## src/rtl/xbus_pkg.sv

```systemverilog
package xbus_pkg;
  localparam int LANE_W = 16;
  localparam int OPND_W = 32;

  typedef enum logic [1:0] {
    SZ_BYTE = 2'd0,
    SZ_WORD = 2'd1,
    SZ_LONG = 2'd2,
    SZ_RSVD = 2'd3
  } xsize_e;
endpackage

```

## src/rtl/xbus_area_map.sv

```systemverilog
module xbus_area_map #(
  parameter int AREA_BITS = 3,
  localparam int NAREA = 1 << AREA_BITS
) (
  input  logic [AREA_BITS-1:0] area_idx,
  input  logic [NAREA-1:0]     area_wide,
  output logic                 wide
);
  always_comb wide = area_wide[area_idx];
endmodule

```

## src/rtl/xbus_plan.sv

```systemverilog
module xbus_plan
  import xbus_pkg::*;
(
  input  logic [1:0]        size,
  input  logic              a0,
  input  logic              wide,
  input  logic [OPND_W-1:0] wdata,
  output logic              bad,
  output logic [1:0]        ncyc_m1,
  output logic              bmode,
  output logic [OPND_W-1:0] walign
);
  xsize_e sz;
  always_comb begin
    sz    = xsize_e'(size);
    bad   = (sz == SZ_RSVD) || ((sz != SZ_BYTE) && a0);
    bmode = !wide || (sz == SZ_BYTE);
    unique case (sz)
      SZ_BYTE: begin ncyc_m1 = 2'd0;                    walign = {wdata[7:0], 24'h0}; end
      SZ_WORD: begin ncyc_m1 = wide ? 2'd0 : 2'd1;      walign = {wdata[15:0], 16'h0}; end
      SZ_LONG: begin ncyc_m1 = wide ? 2'd1 : 2'd3;      walign = wdata; end
      default: begin ncyc_m1 = 2'd0;                    walign = '0; end
    endcase
  end
endmodule

```

## src/rtl/xbus_lanes.sv

```systemverilog
module xbus_lanes
  import xbus_pkg::*;
(
  input  logic              wide,
  input  logic              bmode,
  input  logic              a0,
  input  logic [LANE_W-1:0] wtop,
  output logic [LANE_W-1:0] lane_data,
  output logic              hi_en,
  output logic              lo_en
);
  always_comb begin
    if (!wide) begin
      hi_en     = 1'b1;
      lo_en     = 1'b0;
      lane_data = {wtop[15:8], 8'h00};
    end else if (bmode) begin
      hi_en     = !a0;
      lo_en     = a0;
      lane_data = a0 ? {8'h00, wtop[15:8]} : {wtop[15:8], 8'h00};
    end else begin
      hi_en     = 1'b1;
      lo_en     = 1'b1;
      lane_data = wtop;
    end
  end
endmodule

```

## src/rtl/xbus_merge.sv

```systemverilog
module xbus_merge
  import xbus_pkg::*;
(
  input  logic              wide,
  input  logic              bmode,
  input  logic              a0,
  input  logic [OPND_W-1:0] acc,
  input  logic [LANE_W-1:0] lanes_in,
  output logic [OPND_W-1:0] acc_next
);
  always_comb begin
    if (!wide)
      acc_next = {acc[23:0], lanes_in[15:8]};
    else if (bmode)
      acc_next = {acc[23:0], (a0 ? lanes_in[7:0] : lanes_in[15:8])};
    else
      acc_next = {acc[15:0], lanes_in};
  end
endmodule

```

## src/rtl/xbus_sizer.sv

```systemverilog
module xbus_sizer
  import xbus_pkg::*;
#(
  parameter int AW = 24,
  parameter int AREA_BITS = 3,
  localparam int NAREA = 1 << AREA_BITS
) (
  input  logic              clk,
  input  logic              rst,
  input  logic              req_valid,
  input  logic              req_write,
  input  logic [1:0]        req_size,
  input  logic [AW-1:0]     req_addr,
  input  logic [OPND_W-1:0] req_wdata,
  input  logic [NAREA-1:0]  area_wide,
  output logic              req_ready,
  output logic              done,
  output logic              err,
  output logic [OPND_W-1:0] rdata,
  output logic              ext_cyc,
  output logic              ext_we,
  output logic [AW-1:0]     ext_addr,
  output logic              ext_hi_en,
  output logic              ext_lo_en,
  output logic [LANE_W-1:0] ext_data_o,
  input  logic [LANE_W-1:0] ext_data_i,
  input  logic              ext_ready
);
  logic              busy_q, wide_q, bmode_q, we_q, done_q, err_q, hi_q, lo_q;
  logic [1:0]        cnt_q;
  logic [AW-1:0]     addr_q;
  logic [OPND_W-1:0] wsh_q, acc_q, rdata_q;
  logic [LANE_W-1:0] wd_q;

  logic              req_wide, plan_bad, plan_bmode;
  logic [1:0]        plan_ncyc;
  logic [OPND_W-1:0] plan_walign, acc_n, wsh_step;
  logic [AW-1:0]     addr_step;
  logic              accept, sel_wide, sel_bmode, sel_a0, ln_hi, ln_lo;
  logic [OPND_W-1:0] sel_wsh;
  logic [LANE_W-1:0] ln_data;

  xbus_area_map #(.AREA_BITS(AREA_BITS)) u_area (
    .area_idx (req_addr[AW-1 -: AREA_BITS]),
    .area_wide(area_wide),
    .wide     (req_wide)
  );

  xbus_plan u_plan (
    .size   (req_size),
    .a0     (req_addr[0]),
    .wide   (req_wide),
    .wdata  (req_wdata),
    .bad    (plan_bad),
    .ncyc_m1(plan_ncyc),
    .bmode  (plan_bmode),
    .walign (plan_walign)
  );

  always_comb begin
    accept    = req_valid && !busy_q;
    addr_step = addr_q + {{(AW-2){1'b0}}, (bmode_q ? 2'd1 : 2'd2)};
    wsh_step  = bmode_q ? {wsh_q[23:0], 8'h0} : {wsh_q[15:0], 16'h0};
    sel_wide  = accept ? req_wide    : wide_q;
    sel_bmode = accept ? plan_bmode  : bmode_q;
    sel_a0    = accept ? req_addr[0] : addr_step[0];
    sel_wsh   = accept ? plan_walign : wsh_step;
  end

  xbus_lanes u_lanes (
    .wide     (sel_wide),
    .bmode    (sel_bmode),
    .a0       (sel_a0),
    .wtop     (sel_wsh[31:16]),
    .lane_data(ln_data),
    .hi_en    (ln_hi),
    .lo_en    (ln_lo)
  );

  xbus_merge u_merge (
    .wide    (wide_q),
    .bmode   (bmode_q),
    .a0      (addr_q[0]),
    .acc     (acc_q),
    .lanes_in(ext_data_i),
    .acc_next(acc_n)
  );

  always_ff @(posedge clk) begin
    if (rst) begin
      busy_q <= 1'b0; wide_q <= 1'b0; bmode_q <= 1'b0; we_q <= 1'b0;
      done_q <= 1'b0; err_q <= 1'b0; hi_q <= 1'b0; lo_q <= 1'b0;
      cnt_q <= '0; addr_q <= '0; wsh_q <= '0; acc_q <= '0;
      rdata_q <= '0; wd_q <= '0;
    end else begin
      done_q <= 1'b0;
      err_q  <= 1'b0;
      if (!busy_q) begin
        if (accept) begin
          if (plan_bad) begin
            err_q <= 1'b1;
          end else begin
            busy_q  <= 1'b1;
            cnt_q   <= plan_ncyc;
            wide_q  <= req_wide;
            bmode_q <= plan_bmode;
            we_q    <= req_write;
            addr_q  <= req_addr;
            wsh_q   <= plan_walign;
            acc_q   <= '0;
            hi_q    <= ln_hi;
            lo_q    <= ln_lo;
            wd_q    <= ln_data;
          end
        end
      end else if (ext_ready) begin
        acc_q <= acc_n;
        if (cnt_q == 2'd0) begin
          busy_q  <= 1'b0;
          done_q  <= 1'b1;
          rdata_q <= acc_n;
          we_q    <= 1'b0;
          hi_q    <= 1'b0;
          lo_q    <= 1'b0;
          wd_q    <= '0;
        end else begin
          cnt_q  <= cnt_q - 2'd1;
          addr_q <= addr_step;
          wsh_q  <= wsh_step;
          hi_q   <= ln_hi;
          lo_q   <= ln_lo;
          wd_q   <= ln_data;
        end
      end
    end
  end

  assign req_ready  = !busy_q;
  assign done       = done_q;
  assign err        = err_q;
  assign rdata      = rdata_q;
  assign ext_cyc    = busy_q;
  assign ext_we     = we_q;
  assign ext_addr   = addr_q;
  assign ext_hi_en  = hi_q;
  assign ext_lo_en  = lo_q;
  assign ext_data_o = wd_q;

  a_r7_hold_while_waiting: assert property (@(posedge clk) disable iff (rst)
    busy_q && !ext_ready |=> busy_q && $stable(addr_q) && $stable(wd_q) && $stable({hi_q, lo_q, we_q}));
  a_r8_done_single: assert property (@(posedge clk) disable iff (rst)
    done_q |=> !done_q);
  a_r8_done_after_ready: assert property (@(posedge clk) disable iff (rst)
    done_q |-> $past(busy_q && ext_ready));
  a_r9_err_no_cycle: assert property (@(posedge clk) disable iff (rst)
    err_q |-> !busy_q && !done_q);
  a_r3_narrow_upper_only: assert property (@(posedge clk) disable iff (rst)
    busy_q && !wide_q |-> hi_q && !lo_q);
  a_r4_byte_one_lane: assert property (@(posedge clk) disable iff (rst)
    busy_q && wide_q && bmode_q |-> $onehot({hi_q, lo_q}));
endmodule

```

## config.mk

```make
export PLATFORM = sky130hd
export DESIGN_NAME = xbus_sizer
export DESIGN_NICKNAME = d
export VERILOG_FILES = /design/src/rtl/xbus_pkg.sv /design/src/rtl/xbus_area_map.sv /design/src/rtl/xbus_plan.sv /design/src/rtl/xbus_lanes.sv /design/src/rtl/xbus_merge.sv /design/src/rtl/xbus_sizer.sv
export SDC_FILE = /design/constraint.sdc
export NUM_CORES = 1
export LEC_CHECK = 0
export BUFFER_PORTS_ARGS = -buffer_cell sky130_fd_sc_hd__buf_2
export CELL_PAD_IN_SITES_DETAIL_PLACEMENT = 1
export CELL_PAD_IN_SITES_GLOBAL_PLACEMENT = 2
export CORE_ASPECT_RATIO = 1.5
export CORE_MARGIN = 2
export CORE_UTILIZATION = 33
export CTS_BUF_LIST = sky130_fd_sc_hd__clkbuf_2 sky130_fd_sc_hd__clkbuf_4 sky130_fd_sc_hd__clkbuf_8
export DETAILED_ROUTE_END_ITERATION = 10
export GPL_ROUTABILITY_DRIVEN = 0
export PLACE_DENSITY_LB_ADDON = 0.12
export SLEW_MARGIN = 20
export SYNTH_ARGS = -nofsm -noshare
export SYNTH_HDL_FRONTEND = slang
export SYNTH_SLANG_ARGS = --single-unit
```

## constraint.sdc

```tcl
create_clock -name clk -period 4.7 [get_ports clk]
set_input_delay 0 -clock clk [delete_from_list [all_inputs] [get_ports clk]]
set_output_delay 0 -clock clk [all_outputs]
set_load 0.005 [all_outputs]
```

==> flow_metrics.py <==
metrics = {
    "synth": {
        "syn_inst": 853,
        "synth_seq_cells": 130,
        "yosysTopAreaCell": "dfxtp_1",
        "ys_warn_count": 0,
        "synthTopCellsByArea": "dfxtp_1 (39%), nand2_1 (9.0%), a21oi_1 (6.7%)",
        "synth_seq_area_share": 0.3942,
        "synth_edf_count": 0,
        "ys_async_sr_fraction": 0,
        "yosysUniqueCellTypes": 58,
        "syn_area_per_cell_um2": 7.740,
        "synth_top_area_share": 0.3942,
        "ys.flop_type": "dfxtp_1",
        "syn-cell-area_um2": 6603,
        "synth_fp_nets": 948,
    },
    "drt": {
        "drt-total-wl_um": 26190,
        "wl_met2_um": 13880,
        "drt-met1-wl_um": 10770,
        "vias_per_cell": 5.559,
        "wl_per_cell_um": 20.16,
        "dr_wl_met3_um": 830,
        "top_layer_used": "met4",
        "first_iter_violations": 415,
        "first_pass_iters": 5,
        "vias": 7221,
        "ant_nets": 0,
        "route.detailed.drc": 0,
    },
    "setup_path": {
        "cp-end-kind": "register",
        "arrival_ps": 3370,
        "rrSetupSlack_ps": 1690,
        "worstPathMaxFanout": 13,
        "r2r_start": "bmode_q$_SDFFE_PP0P_",
        "r2r-end": "ext_addr[16]$_SDFFE_PP0P_",
        "critical_path_class": "reg -> reg",
        "reg2reg_depth": 7,
        "critPathLaunchType": "register",
        "required_ps": 5060,
    },
    "clocking": {
        "h-tree-depth": 4,
        "post_cts_buffers": 0,
        "numCtsBuffers": 17,
        "postCtsResizedCells": 0,
        "clock_sinks": 130,
        "root_buffer": "clkbuf_8",
        "clock_path_buffers": 2,
        "clkTransAtPathRegs_ps": 90,
        "cts_tree": "yes",
        "clock_latency_ps": 470,
    },
    "grt": {
        "track_usage": 0.2462,
        "grt_first_pass_wirelength_um": 40850,
        "first_global_vias": 7349,
        "antenna_found_initial": 0,
        "grt_max_degree": 58,
        "grt-ovfl-total": 0,
    },
    "pwr": {
        "ir_drop_mv": 0.1424,
        "p_leak_nw": 3.160,
        "power_mw": 2.685,
        "p_per_area_nw_per_um2": 316.0,
    },
    "floorplanning": {
        "num_rows": 63,
        "die_area_um2": 21180,
        "die_x_um": 119.5,
        "ios": 166,
        "chipHeight_um": 177.2,
        "coreArea_um2": 19710,
        "start_util": 0.3350,
    },
    "sta": {
        "min_period_over_period": 0.6408,
        "worst_slew_pin_slew_ps": 1084,
        "setup_viol": 0,
        "fin_skew_ps": 21.01,
        "layout_min_cycle_time_ps": 3012,
        "relSlewSlack": 0.2772,
        "hold_viol_final": 0,
        "max_freq_mhz": 332.1,
        "drv_slew": 0,
        "finalSetupTns_ps": 0,
        "rsz0062_at_grt": "no",
    },
    "worst_hold_path": {
        "whs_endpoint": "acc_q[13]$_SDFFE_PP0P_",
        "hold_depth": 5,
        "worstHoldStart": "ext_data_i[13]",
        "min_path_type": "in -> reg",
    },
    "cells_and_area": {
        "final_common_cell": "buf_2",
        "nets": 1121,
        "antennaDiodeCount": 0,
        "post-route-util": 0.4311,
        "final_cell_mix": "buf_2 (164), nand2_1 (158), dfxtp_1 (129)",
        "layoutNonFillerInstCount": 1299,
        "syn2layout_area_growth_pct": 28.67,
        "layout-drive-gt1-share": 0.2262,
    },
    "job": {
        "maxCapViolations": 0,
    },
    "place": {
        "hpwl_um": 18180,
        "numPortBuffers": 165,
        "dp_cells": 1222,
    },
    "status": {
        "status": "finished, final reports clean",
    },
}
## registers in the layout, summed over array words and instances, names as in the netlist
| signal | flops |
|---|---|
| cnt_q | 2 |
| done | 1 |
| rdata | 32 |
| wide_q | 1 |
| err | 1 |
| wsh_q | 24 |
| acc_q | 24 |
| ext_data_o | 16 |
| ext_hi_en | 1 |
| ext_we | 1 |
| ext_cyc | 1 |
| ext_addr | 24 |
| bmode_q | 1 |
| ext_lo_en | 1 |
## cells in the mapped netlist (all sizes together), types with 2 or more instances
master	instances
and3	4
nor2b	10
a32oi	24
nand4	12
o21ai	23
nor3	8
a31oi	4
a311oi	8
nand2b	4
and4	2
a22oi	38
or2	2
or3	3
o31ai	5
a21oi	88
nor2	78
o31a	3
nor4b	2
a21o	4
ha	7
a32o	2
inv	10
mux2	10
nand2	158
o2bb2ai	2
dfxtp	130
a222oi	8
buf	13
a211oi	19
clkbuf	61
mux2i	22
nand3	49
nor4	3
o211ai	8
o22ai	12
## stage by stage
stage	instance area [um2]	worst slack [ps]	hold slack, ps
CTS	8496	1720	0.6710
finish	8496	1688	4.494
global route	8496	1575	13.13
detailed placement	7625	1725	252.7
global placement	7625	1782	250.4
floorplan	6603	2313	136.0
## kinds of logic (layout without fill, tap and decap cells)
logic type / after synthesis / count (layout) / synth area share
AND/OR/NAND/NOR: 342 / 342 / 0.2280
AO/OA/AOI/OAI: 257 / 257 / 0.2617
flip-flops: 130 / 130 / 0.3942
buffers and inverters: 84 / 270 / 0.04946
multiplexers: 32 / 32 / 0.05041
adder cells (fa/ha/maj): 8 / 8 / 0.01630
## worst max-delay path, stage by stage, from the launching register on
cell	delay, ps
dfxtp_1	690
ha_1	320
fa_1	280
nand3_2	130
or4_1	760
or2_4	330
a21o_1	180
a32o_1	240
## layer usage
metal,track usage,up-vias
met2,0.4552,177
met3,0.04381,51
met1,0.2816,3542
li1,-,3451
met4,0.08676,0
met5,0,-
## layout make-up
cell class                 count  area (um2)
multi-input combinational    639        3695
inverter                      10       37.54
tap                          260       325.3
clock buffer                  17       234.0
clock inverter                15       186.4
timing repair buffer         228        1414
fill                        2457       11210
sequential                   130        2604
## where the power goes
part | switching [mW] | total [mW] | internal, mW | leakage (nW)
sequential | 0.0521 | 1.19 | 1.14 | 1.06
combinational | 0.276 | 0.453 | 0.177 | 1.89
clock | 0.582 | 1.04 | 0.455 | 0.210
## how the worst max path moves through the flow
stage	from	endpoint	slack [ps]	depth (start not counted)
global placement	bmode_q$_SDFFE_PP0P_	ext_addr[16]$_SDFFE_PP0P_	1780	7
finish	bmode_q$_SDFFE_PP0P_	ext_addr[16]$_SDFFE_PP0P_	1690	7
detailed placement	bmode_q$_SDFFE_PP0P_	ext_addr[16]$_SDFFE_PP0P_	1730	7
global route	bmode_q$_SDFFE_PP0P_	ext_addr[16]$_SDFFE_PP0P_	1570	7
CTS	bmode_q$_SDFFE_PP0P_	ext_addr[16]$_SDFFE_PP0P_	1720	7
floorplan	bmode_q$_SDFFE_PP0P_	ext_addr[16]$_SDFFE_PP0P_	2310	9
## timing repair
action                                  CTS  global route
endpoints found under the hold margin    53             0
hold buffers                             45             0
endpoints found under the setup margin    0             0
Power figures use the tool's default switching activity.
